**src/rtl/i2c_byte_rx_pkg.sv**
```systemverilog
package i2c_byte_rx_pkg;

  typedef enum logic [1:0] {
    ST_IDLE,
    ST_ADDR,
    ST_DATA,
    ST_SKIP
  } rxState_t;

  // strobes from control to datapath, one cycle each
  typedef struct packed {
    logic shiftIn;
    logic loadBuf;
    logic setIrq;
    logic setOvf;
  } rxStrobe_t;

endpackage

```
**src/rtl/i2c_byte_rx_sync.sv**
```systemverilog
module i2c_byte_rx_sync #(
  parameter int STAGES = 2
) (
  input  logic clk,
  input  logic rstN,
  input  logic sclIn,
  input  logic sdaIn,
  output logic sclLvl,
  output logic sdaLvl,
  output logic sclRise,
  output logic sclFall,
  output logic startCond,
  output logic stopCond
);

  logic [STAGES-1:0] sclPipe;
  logic [STAGES-1:0] sdaPipe;
  logic sclPrev;
  logic sdaPrev;

  always_ff @(posedge clk or negedge rstN) begin
    if (!rstN) begin
      sclPipe <= '1;
      sdaPipe <= '1;
      sclPrev <= 1'b1;
      sdaPrev <= 1'b1;
    end else begin
      sclPipe <= {sclPipe[STAGES-2:0], sclIn};
      sdaPipe <= {sdaPipe[STAGES-2:0], sdaIn};
      sclPrev <= sclLvl;
      sdaPrev <= sdaLvl;
    end
  end

  assign sclLvl    = sclPipe[STAGES-1];
  assign sdaLvl    = sdaPipe[STAGES-1];
  assign sclRise   = sclLvl & ~sclPrev;
  assign sclFall   = ~sclLvl & sclPrev;
  assign startCond = sclLvl & sclPrev & sdaPrev & ~sdaLvl;
  assign stopCond  = sclLvl & sclPrev & ~sdaPrev & sdaLvl;

endmodule

```
**src/rtl/i2c_byte_rx_ctrl.sv**
```systemverilog
module i2c_byte_rx_ctrl
  import i2c_byte_rx_pkg::*;
#(
  parameter int BYTE_BITS = 8
) (
  input  logic      clk,
  input  logic      rstN,
  input  logic      sclRise,
  input  logic      sclFall,
  input  logic      startCond,
  input  logic      stopCond,
  input  logic      addrHit,
  input  logic      bufFull,
  output rxStrobe_t strb,
  output logic      sdaLow
);

  localparam int CNT_W = $clog2(BYTE_BITS + 2);
  localparam logic [CNT_W-1:0] LAST_BIT = CNT_W'(BYTE_BITS);
  localparam logic [CNT_W-1:0] SLOT_END = CNT_W'(BYTE_BITS + 1);

  rxState_t         state;
  logic [CNT_W-1:0] bitCnt;
  logic             ackOn;
  logic             inByte;
  logic             byteDone;
  logic             wanted;
  logic             ackGo;

  assign inByte   = (state == ST_ADDR) || (state == ST_DATA);
  assign byteDone = inByte && sclFall && (bitCnt == LAST_BIT) && !ackOn;
  assign wanted   = (state == ST_DATA) || addrHit;
  assign ackGo    = byteDone && wanted && !bufFull;

  always_comb begin
    strb         = '0;
    strb.shiftIn = inByte && sclRise && (bitCnt < LAST_BIT);
    strb.loadBuf = ackGo;
    strb.setIrq  = byteDone && wanted;
    strb.setOvf  = byteDone && wanted && bufFull;
  end

  always_ff @(posedge clk or negedge rstN) begin
    if (!rstN) begin
      state  <= ST_IDLE;
      bitCnt <= '0;
      ackOn  <= 1'b0;
    end else if (startCond) begin
      state  <= ST_ADDR;
      bitCnt <= '0;
      ackOn  <= 1'b0;
    end else if (stopCond) begin
      state  <= ST_IDLE;
      bitCnt <= '0;
      ackOn  <= 1'b0;
    end else if (inByte) begin
      if (sclRise && bitCnt != SLOT_END) bitCnt <= bitCnt + 1'b1;
      if (byteDone) begin
        ackOn <= ackGo;
        state <= ackGo ? ST_DATA : ST_SKIP;
      end
      if (sclFall && bitCnt == SLOT_END) begin
        ackOn  <= 1'b0;
        bitCnt <= '0;
      end
    end
  end

  assign sdaLow = ackOn;

endmodule

```
**src/rtl/i2c_byte_rx_dp.sv**
```systemverilog
module i2c_byte_rx_dp
  import i2c_byte_rx_pkg::*;
#(
  parameter int              DATA_W     = 8,
  parameter int              ADDR_W     = 7,
  parameter logic [ADDR_W-1:0] SLAVE_ADDR = 7'h2A
) (
  input  logic              clk,
  input  logic              rstN,
  input  logic              sdaLvl,
  input  rxStrobe_t         strb,
  input  logic              hostRead,
  input  logic              hostClrIrq,
  input  logic              hostClrOvf,
  output logic              addrHit,
  output logic [DATA_W-1:0] rxData,
  output logic              rxFull,
  output logic              rxIrq,
  output logic              rxOvf
);

  logic [DATA_W-1:0] shReg;

  // address in the upper bits, direction in bit 0 (0 = write)
  assign addrHit = (shReg[DATA_W-1:DATA_W-ADDR_W] == SLAVE_ADDR) && !shReg[0];

  always_ff @(posedge clk or negedge rstN) begin
    if (!rstN) begin
      shReg  <= '0;
      rxData <= '0;
      rxFull <= 1'b0;
      rxIrq  <= 1'b0;
      rxOvf  <= 1'b0;
    end else begin
      if (strb.shiftIn) shReg <= {shReg[DATA_W-2:0], sdaLvl};
      if (strb.loadBuf) rxData <= shReg;
      if (strb.loadBuf)   rxFull <= 1'b1;
      else if (hostRead)  rxFull <= 1'b0;
      if (strb.setIrq)     rxIrq <= 1'b1;
      else if (hostClrIrq) rxIrq <= 1'b0;
      if (strb.setOvf)     rxOvf <= 1'b1;
      else if (hostClrOvf) rxOvf <= 1'b0;
    end
  end

endmodule

```
**src/rtl/i2c_byte_rx.sv**
```systemverilog
module i2c_byte_rx
  import i2c_byte_rx_pkg::*;
#(
  parameter int                SYNC_STAGES = 2,
  parameter int                ADDR_W      = 7,
  parameter logic [ADDR_W-1:0] SLAVE_ADDR  = 7'h2A
) (
  input  logic       clk,
  input  logic       rstN,
  input  logic       sclIn,
  input  logic       sdaIn,
  output logic       sdaDriveLow,
  input  logic       hostRead,
  input  logic       hostClrIrq,
  input  logic       hostClrOvf,
  output logic [7:0] rxData,
  output logic       rxFull,
  output logic       rxIrq,
  output logic       rxOvf
);

  localparam int DATA_W = ADDR_W + 1;

  logic      sclLvl, sdaLvl, sclRise, sclFall, startCond, stopCond;
  logic      addrHit;
  rxStrobe_t strb;

  i2c_byte_rx_sync #(.STAGES(SYNC_STAGES)) u_sync (
    .clk(clk), .rstN(rstN), .sclIn(sclIn), .sdaIn(sdaIn),
    .sclLvl(sclLvl), .sdaLvl(sdaLvl), .sclRise(sclRise), .sclFall(sclFall),
    .startCond(startCond), .stopCond(stopCond)
  );

  i2c_byte_rx_ctrl #(.BYTE_BITS(DATA_W)) u_ctrl (
    .clk(clk), .rstN(rstN), .sclRise(sclRise), .sclFall(sclFall),
    .startCond(startCond), .stopCond(stopCond), .addrHit(addrHit),
    .bufFull(rxFull), .strb(strb), .sdaLow(sdaDriveLow)
  );

  i2c_byte_rx_dp #(.DATA_W(DATA_W), .ADDR_W(ADDR_W), .SLAVE_ADDR(SLAVE_ADDR)) u_dp (
    .clk(clk), .rstN(rstN), .sdaLvl(sdaLvl), .strb(strb),
    .hostRead(hostRead), .hostClrIrq(hostClrIrq), .hostClrOvf(hostClrOvf),
    .addrHit(addrHit), .rxData(rxData), .rxFull(rxFull), .rxIrq(rxIrq), .rxOvf(rxOvf)
  );

endmodule

```
**config.mk**
```make
export PLATFORM = sky130hd
export DESIGN_NAME = i2c_byte_rx
export DESIGN_NICKNAME = d
export VERILOG_FILES = /design/src/rtl/i2c_byte_rx_pkg.sv /design/src/rtl/i2c_byte_rx_sync.sv /design/src/rtl/i2c_byte_rx_ctrl.sv /design/src/rtl/i2c_byte_rx_dp.sv /design/src/rtl/i2c_byte_rx.sv
export SDC_FILE = /design/constraint.sdc
export NUM_CORES = 1
export LEC_CHECK = 0
export ABC_AREA = 1
export BUFFER_PORTS_ARGS = -buffer_cell sky130_fd_sc_hd__buf_2
export CAP_MARGIN = 0
export CORE_UTILIZATION = 32
export CTS_CLUSTER_SIZE = 16
export DETAILED_ROUTE_END_ITERATION = 10
export GPL_TIMING_DRIVEN = 0
export HOLD_SLACK_MARGIN = 0.06
export PLACE_DENSITY = 0.47
export SETUP_SLACK_MARGIN = 0.05
export SYNTH_ARGS = -nofsm -noshare
export SYNTH_HDL_FRONTEND = slang
export SYNTH_SLANG_ARGS = --single-unit
export TNS_END_PERCENT = 1
```
**constraint.sdc**
```tcl
create_clock -name clk -period 1.9 [get_ports clk]
set_input_delay 0.19 -clock clk [delete_from_list [all_inputs] [get_ports clk]]
set_output_delay 0.19 -clock clk [all_outputs]
set_load 0.01 [all_outputs]
```
==> impl_metrics.csv, run 1 <==
group,metric,value,unit
logic_synthesis,ys.warnings.count,0,
die,core.rowCount,24,
logic_synthesis,netlist.area_leader.share,0.447,
worst_hold_path,holdCritStartpoint,"hostRead",
worst_setup_path,ordered_list_of_cells_on_the_worst_path,"inv_1 -> ha_1 -> nor2_1 -> nand2_1 -> nor2_4 -> nand3_2 -> nand2_1 -> nand2_1",
clocking,clock_pin_slew_reported_for_the_worst_setup_and_hold_paths_after_clock_tree_synthesis,0.07,ns
power_and_ir_drop,power.density_cell_area,1020,nW/um^2
power_and_ir_drop,switching_power,0.500,mW
grt,grt_first_pass_wirelength,5.39,mm
timing,final_min_period_over_clock_period,0.852,
logic_synthesis,synth_cells,168,
clocking,post_cts_resized,0,
clocking,post_cts_buffers,0,
worst_setup_path,worst-r2r-setup-slack,0.28,ns
cells_and_area,antenna_cells_inserted,0,
logic_synthesis,netlist_top_cells_area,"sky130_fd_sc_hd__dfrtp_1, sky130_fd_sc_hd__nand2_1, sky130_fd_sc_hd__dfstp_2",
logic_synthesis,synth_seq_cells,32,
worst_setup_path,worst-path-buf-inv,1,
detailed_routing,post_drt_wl_per_cell,11.6,microns
cells_and_area,final_layout_size_suffix_gt1_frac,0.198,
timing,pins_over_their_slew_limit,0,
cells_and_area,final.fill_count,451,
power_and_ir_drop,sw_frac_of_total,0.282,
timing,time_the_final_worst_path_needs_with_i_o_delays_and_setup,1.62,ns
placed_design,place_hpwl,2.07,mm
clocking,number_of_clock_sinks,32,
placed_design,port_buffers,18,
logic_synthesis,synth_area,1460,sq um
worst_hold_path,hold_path.class,"input port to register",
worst_hold_path,worst_hold_path.num_cells,2,
cells_and_area,sequential_cell_area,808,sq um
timing,timing.setup.tns,0,ns
detailed_routing,detail_route.drc_violations,0,
logic_synthesis,synth_cell_types,20,
cells_and_area,stdcell_area,1750,sq um
worst_setup_path,crit_type,"register to register",
grt,globalRouteOverflowTotal,0,
worst_setup_path,crit_top_cell,"sky130_fd_sc_hd__nand2_1",
worst_setup_path,slowest_delay,0.36,ns
power_and_ir_drop,share_clk_of_total_power,0.361,
die,floorplan.core_area,4350,sq um
flow_run,drv.max_cap_violation_count,0,
detailed_routing,drtIter0Drc,76,
worst_setup_path,timing.critical_path.fanout_max,10,
cells_and_area,syn_to_final_growth,20.1,%
timing,timing.max_slew.rel_slack,0.528,
worst_setup_path,timing.critical_path.from_type,"register",
worst_setup_path,reg2reg_depth,8,
worst_setup_path,worst_setup_path_end_kind,"register",
detailed_routing,first_pass_iters,4,
die,floorplan.die.height,69.5,microns
timing,timing.fmax,0.618,GHz
cells_and_area,design.final.nets,207,
timing,setup_viol,0,
clocking,clock_tree_from_tritoncts,"built",
worst_setup_path,worstPathArrival,1.80,ns
cells_and_area,final_cell_mix,"sky130_fd_sc_hd__nand2_1, sky130_fd_sc_hd__dfrtp_1, sky130_fd_sc_hd__inv_1, sky130_fd_sc_hd__buf_2",
placed_design,cell_area_reported_after_detailed_placement,1610,sq um
die,die_w,69.5,microns
outcome,status,"complete, no violations",
worst_setup_path,library_cell_contributing_the_largest_single_delay_on_the_critical_path,"sky130_fd_sc_hd__dfrtp_1",
die,boundaryPins,19,
clocking,clock_tree.root_cell,"sky130_fd_sc_hd__clkbuf_8",
placed_design,gp_congestion,0.748,
die,floorplan.die_area,4820,sq um
worst_setup_path,rr_startpoint,"u_ctrl.state[0]$_DFFE_PN0P_",
logic_synthesis,synth.largest_area_cell,"sky130_fd_sc_hd__dfrtp_1",
timing,rsz0062_at_grt,"false",
clocking,htree_num_levels,2,
timing,hold_viol_final,0,
grt,antenna_found_initial,0,
worst_setup_path,cp.required,2.08,ns
timing,final_critical_path_setup_slack,0.281,ns
clocking,number_of_buffers_added_by_the_clock_tree_synthesis_step,5,
grt,number_of_global_route_vias_before_repair,1175,
power_and_ir_drop,internal_power,1.28,mW
power_and_ir_drop,ir_drop,0.000405,V
worst_setup_path,r2r_end,"u_dp.rxData[3]$_DFFE_PN0P_",
grt,grt_max_degree,33,
timing,tightestPinTransition,0.709,ns
logic_synthesis,synthesis.nets,179,
clocking,worst_skew_pair.late_latency,0.29,ns
placed_design,worst_case_setup_slack_after_placement,0.265,ns
power_and_ir_drop,leakagePower,0.948,nW
logic_synthesis,synth-seq-area-share,0.555,
detailed_routing,post_drt_via_cell_ratio,4.58,
worst_setup_path,critical_path.top_delay_family,"simple AND/OR/NAND/NOR gates",
power_and_ir_drop,pwr-share-comb,0.139,
detailed_routing,antenna_violating_nets_post_route,0,
die,floorplan.initialDensity,0.334,
cells_and_area,layout.cells.most_common,"sky130_fd_sc_hd__nand2_1",
worst_hold_path,hold-path-endpoint,"u_dp.rxFull$_DFFE_PN0P_",
clocking,cts_hold_buffers,3,
power_and_ir_drop,seqPwrFrac,0.499,
clocking,max-clock-path-buffers,2,
detailed_routing,route.final.wire_length,2.90,mm
grt,global_router_s_overall_resource_usage,0.142,
timing,clock-skew-final,0.0101,ns
logic_synthesis,syn_area_per_cell,8.67,sq um
detailed_routing,detailed_route_via_count,1141,
cells_and_area,multi_input_comb_area,544,sq um
metal layers:
| metal | wire, microns | track usage | vias to the layer above |
|---|---|---|---|
| li1 | - | - | 594 |
| met1 | 1370 | 0.178 | 516 |
| met2 | 1370 | 0.227 | 24 |
| met3 | 109 | 0.0363 | 7 |
| met4 | 53 | 0.0726 | 0 |
| met5 | 0 | 0 | - |
sequential cells by signal, indices dropped and copies added (netlist names):
| signal | cells |
|---|---|
| u_dp.rxData | 8 |
| u_dp.shReg | 8 |
| u_ctrl.bitCnt | 4 |
| u_ctrl.state | 2 |
| u_sync.sclPipe | 2 |
| u_sync.sdaPipe | 2 |
| u_ctrl.sdaLow | 1 |
| u_dp.rxFull | 1 |
| u_dp.rxIrq | 1 |
| u_dp.rxOvf | 1 |
| u_sync.sclPrev | 1 |
| u_sync.sdaPrev | 1 |
worst register-to-register path, stage by stage, from the launching register on:
cell and delay, ns:
sky130_fd_sc_hd__dfrtp_1 0.36, sky130_fd_sc_hd__inv_1 0.05, sky130_fd_sc_hd__ha_1 0.34, sky130_fd_sc_hd__nor2_1 0.11
sky130_fd_sc_hd__nand2_1 0.08, sky130_fd_sc_hd__nor2_4 0.19, sky130_fd_sc_hd__nand3_2 0.21, sky130_fd_sc_hd__nand2_1 0.12
sky130_fd_sc_hd__nand2_1 0.06
cell families (layout without fill, tap and decap cells):
family | count (synthesis) | count (layout) | share of synthesized area
compound gates | 13 | 13 | 0.0481
flops | 32 | 32 | 0.555
simple gates | 94 | 94 | 0.285
buf+inv | 24 | 53 | 0.0713
fa+ha+maj | 4 | 4 | 0.0344
xor+xnor | 1 | 1 | 0.00601
power by group through the flow:
stage / sequential, mW / clock, mW / combinational (mW)
after floorplan: 0.871 / 0 / 0.190
after global placement: 0.893 / 0 / 0.244
after detailed placement: 0.897 / 0 / 0.248
after CTS: 0.885 / 0.657 / 0.253
after global routing: 0.903 / 0.696 / 0.300
final: 0.887 / 0.642 / 0.248
cell usage after synthesis, drive strengths merged:
master	number
nand3	8
buf	4
xor2	1
nor2	16
dfrtp	26
o21a	1
dfstp	6
inv	20
o211ai	1
nand4	14
ha	4
a21oi	3
o21ai	8
nand2	56
area by class of cell:
| cell class | instances | area share |
|---|---|---|
| clock buffers | 6 | 0.0415 |
| repair buffers | 21 | 0.0687 |
| plain buffers | 4 | 0.0165 |
| clock inverters | 2 | 0.0200 |
| inverters | 20 | 0.0429 |
| flip-flops and latches | 32 | 0.462 |
| well taps | 52 | 0.0372 |
| multi-input cells | 112 | 0.311 |
how the worst max path moves through the flow:
stage | startpoint | endpoint | slack (ns) | cells past startpoint
final | u_ctrl.state[0]$_DFFE_PN0P_ | u_dp.rxData[3]$_DFFE_PN0P_ | 0.28 | 8
after global routing | u_ctrl.state[0]$_DFFE_PN0P_ | u_ctrl.state[0]$_DFFE_PN0P_ | 0.09 | 8
after CTS | u_ctrl.state[0]$_DFFE_PN0P_ | u_dp.rxData[3]$_DFFE_PN0P_ | 0.25 | 8
after detailed placement | u_ctrl.state[0]$_DFFE_PN0P_ | u_dp.rxData[3]$_DFFE_PN0P_ | 0.27 | 8
after global placement | u_ctrl.state[0]$_DFFE_PN0P_ | u_dp.rxData[3]$_DFFE_PN0P_ | 0.28 | 8
after floorplan | u_ctrl.state[0]$_DFFE_PN0P_ | u_ctrl.state[0]$_DFFE_PN0P_ | 0.48 | 8
per-stage QoR:
stage,hold WS [ns],std cells,power (mW),util
floorplan,-0.106,168,1.06,-
global placement,0.281,238,1.14,0.370
detailed placement,0.294,238,1.15,0.370
CTS,0.0716,249,1.79,0.402
global route,0.0640,249,1.90,0.402
finish,0.0720,249,1.78,0.402
Note: power is estimated with default switching activity, not from simulation.
==> run 2, diff against run 1 <==
PLACE_DENSITY = 0.55   (was 0.47)
==> run 2 against run 1 <==
Final cell count unchanged. Via count shrank 0.53%. Clock power down 1%. Clock skew decreased by 0.0019 ns. First-iteration DRC count is 14% lower. Worst setup slack got worse by 0.016 ns. Combinational power increased by 2%. Utilization stayed put. Final area stayed put. Sequential power about the same.
==> impl_metrics.csv, run 2 (same netlist as run 1, synthesis figures left out) <==
group,metric,value,unit
clocking,max-clock-path-buffers,2,
clocking,htree_num_levels,2,
detailed_routing,detail_route.wirelength.met1,1.37,mm
placed_design,place_hpwl,1.88,mm
cells_and_area,largest_registers,"u_dp.rxData: 8 flops, u_dp.shReg: 8 flops, u_ctrl.bitCnt: 4 flops",
worst_setup_path,worst-r2r-setup-slack,0.27,ns
cells_and_area,multi_input_comb_area,544,sq um
cells_and_area,layout.cells.most_common,"sky130_fd_sc_hd__nand2_1",
timing,time_the_final_worst_path_needs_with_i_o_delays_and_setup,1.63,ns
worst_setup_path,r2r_end,"u_ctrl.state[0]$_DFFE_PN0P_",
power_and_ir_drop,power.density_cell_area,1010,nW/um^2
worst_setup_path,timing.critical_path.fanout_max,10,
cells_and_area,final_layout_size_suffix_gt1_frac,0.198,
grt,grt_first_pass_wirelength,4.73,mm
worst_setup_path,timing.critical_path.from_type,"register",
detailed_routing,detail_route.drc_violations,0,
detailed_routing,detailed_route_via_count,1135,
power_and_ir_drop,ir_drop,0.000458,V
worst_setup_path,crit_top_cell,"sky130_fd_sc_hd__nand2_1",
die,floorplan.die_area,4820,sq um
die,core.rowCount,24,
detailed_routing,maxUsedRoutingLayer,"met4",
power_and_ir_drop,leakagePower,0.948,nW
timing,setup_viol,0,
grt,number_of_global_route_vias_before_repair,1096,
worst_hold_path,worst_hold_path.num_cells,2,
worst_setup_path,library_cell_contributing_the_largest_single_delay_on_the_critical_path,"sky130_fd_sc_hd__dfrtp_1",
cells_and_area,antenna_cells_inserted,0,
worst_hold_path,hold_path.class,"input port to register",
grt,grt_max_degree,33,
timing,tightestPinTransition,0.704,ns
detailed_routing,post_drt_via_cell_ratio,4.56,
detailed_routing,met3_wirelength,154,microns
detailed_routing,antenna_violating_nets_post_route,0,
cells_and_area,sequential_cell_area,808,sq um
clocking,post_cts_buffers,0,
detailed_routing,dr_wl_met2,1.16,mm
grt,globalRouteOverflowTotal,0,
die,floorplan.core_area,4350,sq um
grt,antenna_found_initial,0,
die,floorplan.die.height,69.5,microns
placed_design,cell_area_reported_after_detailed_placement,1610,sq um
timing,holdWs,0.0791,ns
detailed_routing,first_pass_iters,4,
clocking,number_of_clock_sinks,32,
placed_design,port_buffers,18,
cells_and_area,design.final.nets,207,
worst_hold_path,holdCritStartpoint,"hostRead",
die,floorplan.initialDensity,0.334,
die,die_w,69.5,microns
detailed_routing,drtIter0Drc,65,
worst_setup_path,rr_startpoint,"u_ctrl.state[0]$_DFFE_PN0P_",
detailed_routing,post_drt_wl_per_cell,10.9,microns
timing,timing.setup.tns,0,ns
timing,final_min_period_over_clock_period,0.860,
clocking,worst_skew_pair.late_latency,0.28,ns
timing,hold_viol_final,0,
worst_hold_path,hold-path-endpoint,"u_dp.rxFull$_DFFE_PN0P_",
outcome,status,"complete, no violations",
clocking,clock_tree.root_cell,"sky130_fd_sc_hd__clkbuf_8",
timing,clock-skew-final,0.00817,ns
clocking,number_of_buffers_added_by_the_clock_tree_synthesis_step,5,
cells_and_area,final.fill_count,447,
placed_design,gp_congestion,0.789,
worst_setup_path,crit_type,"register to register",
grt,global_router_s_overall_resource_usage,0.123,
timing,rsz0062_at_grt,"false",
flow_run,drv.max_cap_violation_count,0,
die,boundaryPins,19,
power_and_ir_drop,p_total,1.77,mW
worst_setup_path,slowest_delay,0.35,ns
placed_design,dpl.cell_count,238,
clocking,clock_pin_slew_reported_for_the_worst_setup_and_hold_paths_after_clock_tree_synthesis,0.07,ns
worst_setup_path,reg2reg_depth,8,
timing,pins_over_their_slew_limit,0,
worst_setup_path,worstPathArrival,1.81,ns
cells_and_area,fin_cells,249,
worst_setup_path,worst_setup_path_end_kind,"register",
detailed_routing,route.final.wire_length,2.71,mm
worst_setup_path,cp.required,2.07,ns
cells_and_area,stdcell_area,1750,sq um
cells_and_area,final_cell_mix,"sky130_fd_sc_hd__nand2_1, sky130_fd_sc_hd__dfrtp_1, sky130_fd_sc_hd__inv_1, sky130_fd_sc_hd__buf_2",
cells_and_area,syn_to_final_growth,20.1,%
timing,timing.fmax,0.612,GHz
clocking,clock_tree_from_tritoncts,"built",
timing,timing.max_slew.rel_slack,0.530,
worst_setup_path,ordered_list_of_cells_on_the_worst_path,"inv_1 -> ha_1 -> nor2_1 -> nand2_1 -> nor2_4 -> nand3_2 -> nand2_1 -> nand2_1",
==> run 2: cell counts in the layout (fill, tap and decap cells not counted) <==
No cell type changed its count.
==> run 2: worst max-delay path by stage <==
| stage | from | end | slack [ns] |
|---|---|---|---|
| detailed placement | u_ctrl.state[0]$_DFFE_PN0P_ | u_ctrl.state[0]$_DFFE_PN0P_ | 0.26 |
| finish | u_ctrl.state[0]$_DFFE_PN0P_ | u_ctrl.state[0]$_DFFE_PN0P_ | 0.27 |
| global route | u_ctrl.state[0]$_DFFE_PN0P_ | u_ctrl.state[0]$_DFFE_PN0P_ | 0.12 |
| global placement | u_ctrl.state[0]$_DFFE_PN0P_ | u_ctrl.state[0]$_DFFE_PN0P_ | 0.27 |
| CTS | u_ctrl.state[0]$_DFFE_PN0P_ | u_ctrl.state[0]$_DFFE_PN0P_ | 0.25 |
| floorplan | u_ctrl.state[0]$_DFFE_PN0P_ | u_ctrl.state[0]$_DFFE_PN0P_ | 0.48 |
==> run 2: power by group <==
part	leakage [nW]	switching (mW)	internal [mW]
Combinational	0.484	0.155	0.0972
Sequential	0.408	0.0973	0.789
Clock	0.0552	0.247	0.389
==> run 2: cell type report <==
cell class              instances  area share
clock buffers                   6      0.0415
flip-flops and latches         32       0.462
well taps                      52      0.0372
plain buffers                   4      0.0165
inverters                      20      0.0429
repair buffers                 21      0.0687
clock inverters                 2      0.0200
multi-input cells             112       0.311
==> run 2: through the flow <==
stage / utilization / worst slack (ns)
floorplan: - / 0.477
global placement: 0.370 / 0.266
finish: 0.402 / 0.265
CTS: 0.402 / 0.248
detailed placement: 0.370 / 0.256
global route: 0.402 / 0.123
==> run 2: layer usage <==
| metal | vias to the layer above | track usage |
|---|---|---|
| li1 | 591 | - |
| met3 | 4 | 0.0436 |
| met1 | 506 | 0.156 |
| met4 | 0 | 0.0454 |
| met2 | 34 | 0.193 |
| met5 | - | 0 |
==> run 2: what timing repair did <==
action / in CTS / in global routing
resized for setup: 0 / 0
hold buffers: 3 / 0
endpoints found under the hold margin: 28 / 0
==> run 2: critical path: cells and delay by family, from the launching register on <==
kind,cells,cell delay [ns]
AND/OR/NAND/NOR,6,0.80
adder cells (fa/ha/maj),1,0.34
buffers and inverters,1,0.05
flip-flops,1,0.35
==> run 3, diff against run 2 <==
CORE_MARGIN = 2   (was default)
==> run 3 against run 2 <==
Worst setup slack improved by 0.031 ns. Critical path depth is the same. Sequential share of layout area stayed put. Register-to-register slack improved by 0.03 ns. Largest cell class unchanged. Sequential power about the same. Global-route usage shrank 0.89 points. Non-clock buffer count unchanged. Final area unchanged. Clock power decreased by 2%. Die area up 5.8%.
==> impl_metrics.csv, run 3 (same netlist as run 1, synthesis figures left out) <==
group,metric,value,unit
outcome,status,"complete, no violations",
grt,number_of_global_route_vias_before_repair,1025,
timing,tightestPinTransition,0.721,ns
cells_and_area,largest_registers,"u_dp.rxData: 8 flops, u_dp.shReg: 8 flops, u_ctrl.bitCnt: 4 flops",
cells_and_area,syn_to_final_growth,20.1,%
detailed_routing,detailed_route_via_count,1115,
power_and_ir_drop,leakagePower,0.948,nW
power_and_ir_drop,power.density_cell_area,1000,nW/um^2
timing,final_critical_path_setup_slack,0.296,ns
detailed_routing,route.final.wire_length,2.61,mm
clocking,cts_hold_buffers,3,
timing,clock-skew-final,0.00350,ns
detailed_routing,post_drt_wl_per_cell,10.5,microns
clocking,worst_skew_pair.late_latency,0.28,ns
timing,final_min_period_over_clock_period,0.844,
grt,grt_first_pass_wirelength,4.57,mm
placed_design,port_buffers,18,
worst_hold_path,hold_path.class,"input port to register",
clocking,number_of_clock_sinks,32,
clocking,clock_pin_slew_reported_for_the_worst_setup_and_hold_paths_after_clock_tree_synthesis,0.07,ns
die,floorplan.core_area,4380,sq um
die,floorplan.initialDensity,0.332,
grt,grt_max_degree,33,
clocking,number_of_buffers_added_by_the_clock_tree_synthesis_step,5,
die,floorplan.die_area,5110,sq um
die,floorplan.die.height,71.5,microns
timing,rsz0062_at_grt,"false",
clocking,post_cts_buffers,0,
grt,antenna_found_initial,0,
die,boundaryPins,19,
timing,timing.max_slew.rel_slack,0.520,
detailed_routing,detail_route.drc_violations,0,
cells_and_area,design.final.nets,207,
worst_setup_path,worstPathArrival,1.77,ns
clocking,clock_tree_from_tritoncts,"built",
placed_design,place_hpwl,1.87,mm
clocking,htree_num_levels,2,
clocking,max-clock-path-buffers,2,
die,die_w,71.5,microns
detailed_routing,post_drt_via_cell_ratio,4.48,
placed_design,worst_case_setup_slack_after_placement,0.271,ns
timing,setup_viol,0,
detailed_routing,antenna_violating_nets_post_route,0,
grt,globalRouteOverflowTotal,0,
cells_and_area,final_cell_mix,"sky130_fd_sc_hd__nand2_1, sky130_fd_sc_hd__dfrtp_1, sky130_fd_sc_hd__inv_1, sky130_fd_sc_hd__buf_2",
timing,timing.fmax,0.624,GHz
worst_setup_path,timing.critical_path.from_type,"register",
timing,timing.setup.tns,0,ns
timing,hold_viol_final,0,
worst_setup_path,cp.required,2.07,ns
power_and_ir_drop,p_total,1.76,mW
timing,time_the_final_worst_path_needs_with_i_o_delays_and_setup,1.60,ns
detailed_routing,drtIter0Drc,32,
worst_setup_path,worst_setup_path_end_kind,"register",
cells_and_area,antenna_cells_inserted,0,
clocking,clock_tree.root_cell,"sky130_fd_sc_hd__clkbuf_8",
worst_setup_path,timing.critical_path.fanout_max,10,
clocking,post_cts_resized,0,
flow_run,drv.max_cap_violation_count,0,
timing,pins_over_their_slew_limit,0,
power_and_ir_drop,ir_drop,0.000412,V
grt,global_router_s_overall_resource_usage,0.114,
placed_design,gp_congestion,0.767,
detailed_routing,first_pass_iters,4,
die,core.rowCount,24,
cells_and_area,layout.cells.most_common,"sky130_fd_sc_hd__nand2_1",
worst_setup_path,crit_type,"register to register",
timing,holdWs,0.0857,ns
cells_and_area,final_layout_size_suffix_gt1_frac,0.198,
## run 3: cell counts in the layout (fill, tap and decap cells not counted)
No cell type changed its count.
## run 3: stage by stage
stage | area [sq um] | instances | utilization
global placement | 1610 | 238 | 0.368
CTS | 1750 | 249 | 0.399
finish | 1750 | 249 | 0.399
detailed placement | 1610 | 238 | 0.368
global route | 1750 | 249 | 0.399
floorplan | 1460 | 168 | -
## run 3: power breakdown
part / switching (mW) / leakage, nW / internal (mW) / total (mW)
Sequential: 0.0968 / 0.408 / 0.789 / 0.886
Clock: 0.235 / 0.0552 / 0.389 / 0.623
Combinational: 0.151 / 0.484 / 0.0964 / 0.248
Total: 0.483 / 0.948 / 1.27 / 1.76
## run 3: layout make-up
cell class | instances | area (sq um)
flip-flops and latches | 32 | 808
plain buffers | 4 | 28.8
clock buffers | 6 | 72.6
fillers | 460 | 2640
inverters | 20 | 75.1
repair buffers | 21 | 120
well taps | 52 | 65.1
clock inverters | 2 | 35.0
multi-input cells | 112 | 544
## run 3: final timing paths
path | start | endpoint | slack, ns | cells after the start
worst min-delay path | hostRead | u_dp.rxFull$_DFFE_PN0P_ | 0.09 | 2
worst max-delay path | u_ctrl.state[0]$_DFFE_PN0P_ | u_dp.rxData[2]$_DFFE_PN0P_ | 0.30 | 8
worst min register to register | u_sync.sdaPipe[0]$_DFF_PN1_ | u_sync.sdaPipe[1]$_DFF_PN1_ | 0.36 | 0
worst max register to register | u_ctrl.state[0]$_DFFE_PN0P_ | u_dp.rxData[2]$_DFFE_PN0P_ | 0.30 | 8
min in group asynchronous | rstN | u_dp.shReg[2]$_DFFE_PN0P_ | 0.51 | 2
max in group asynchronous | rstN | u_ctrl.bitCnt[0]$_DFFE_PN0P_ | 0.93 | 2
## run 3: layer usage
layer | vias to the layer above | global-route usage | routed length (microns)
li1 | 595 | - | -
met1 | 492 | 0.152 | 1380
met2 | 22 | 0.169 | 1080
met3 | 6 | 0.0422 | 115
met4 | 0 | 0.0440 | 40
met5 | - | 0 | 0
## run 3: critical path: stages, from the launching register on
cell	delay, ns
sky130_fd_sc_hd__dfrtp_1	0.35
sky130_fd_sc_hd__inv_1	0.05
sky130_fd_sc_hd__ha_1	0.34
sky130_fd_sc_hd__nor2_1	0.12
sky130_fd_sc_hd__nand2_1	0.09
sky130_fd_sc_hd__nor2_4	0.18
sky130_fd_sc_hd__nand3_2	0.21
sky130_fd_sc_hd__nand2_1	0.12
sky130_fd_sc_hd__nand2_1	0.05
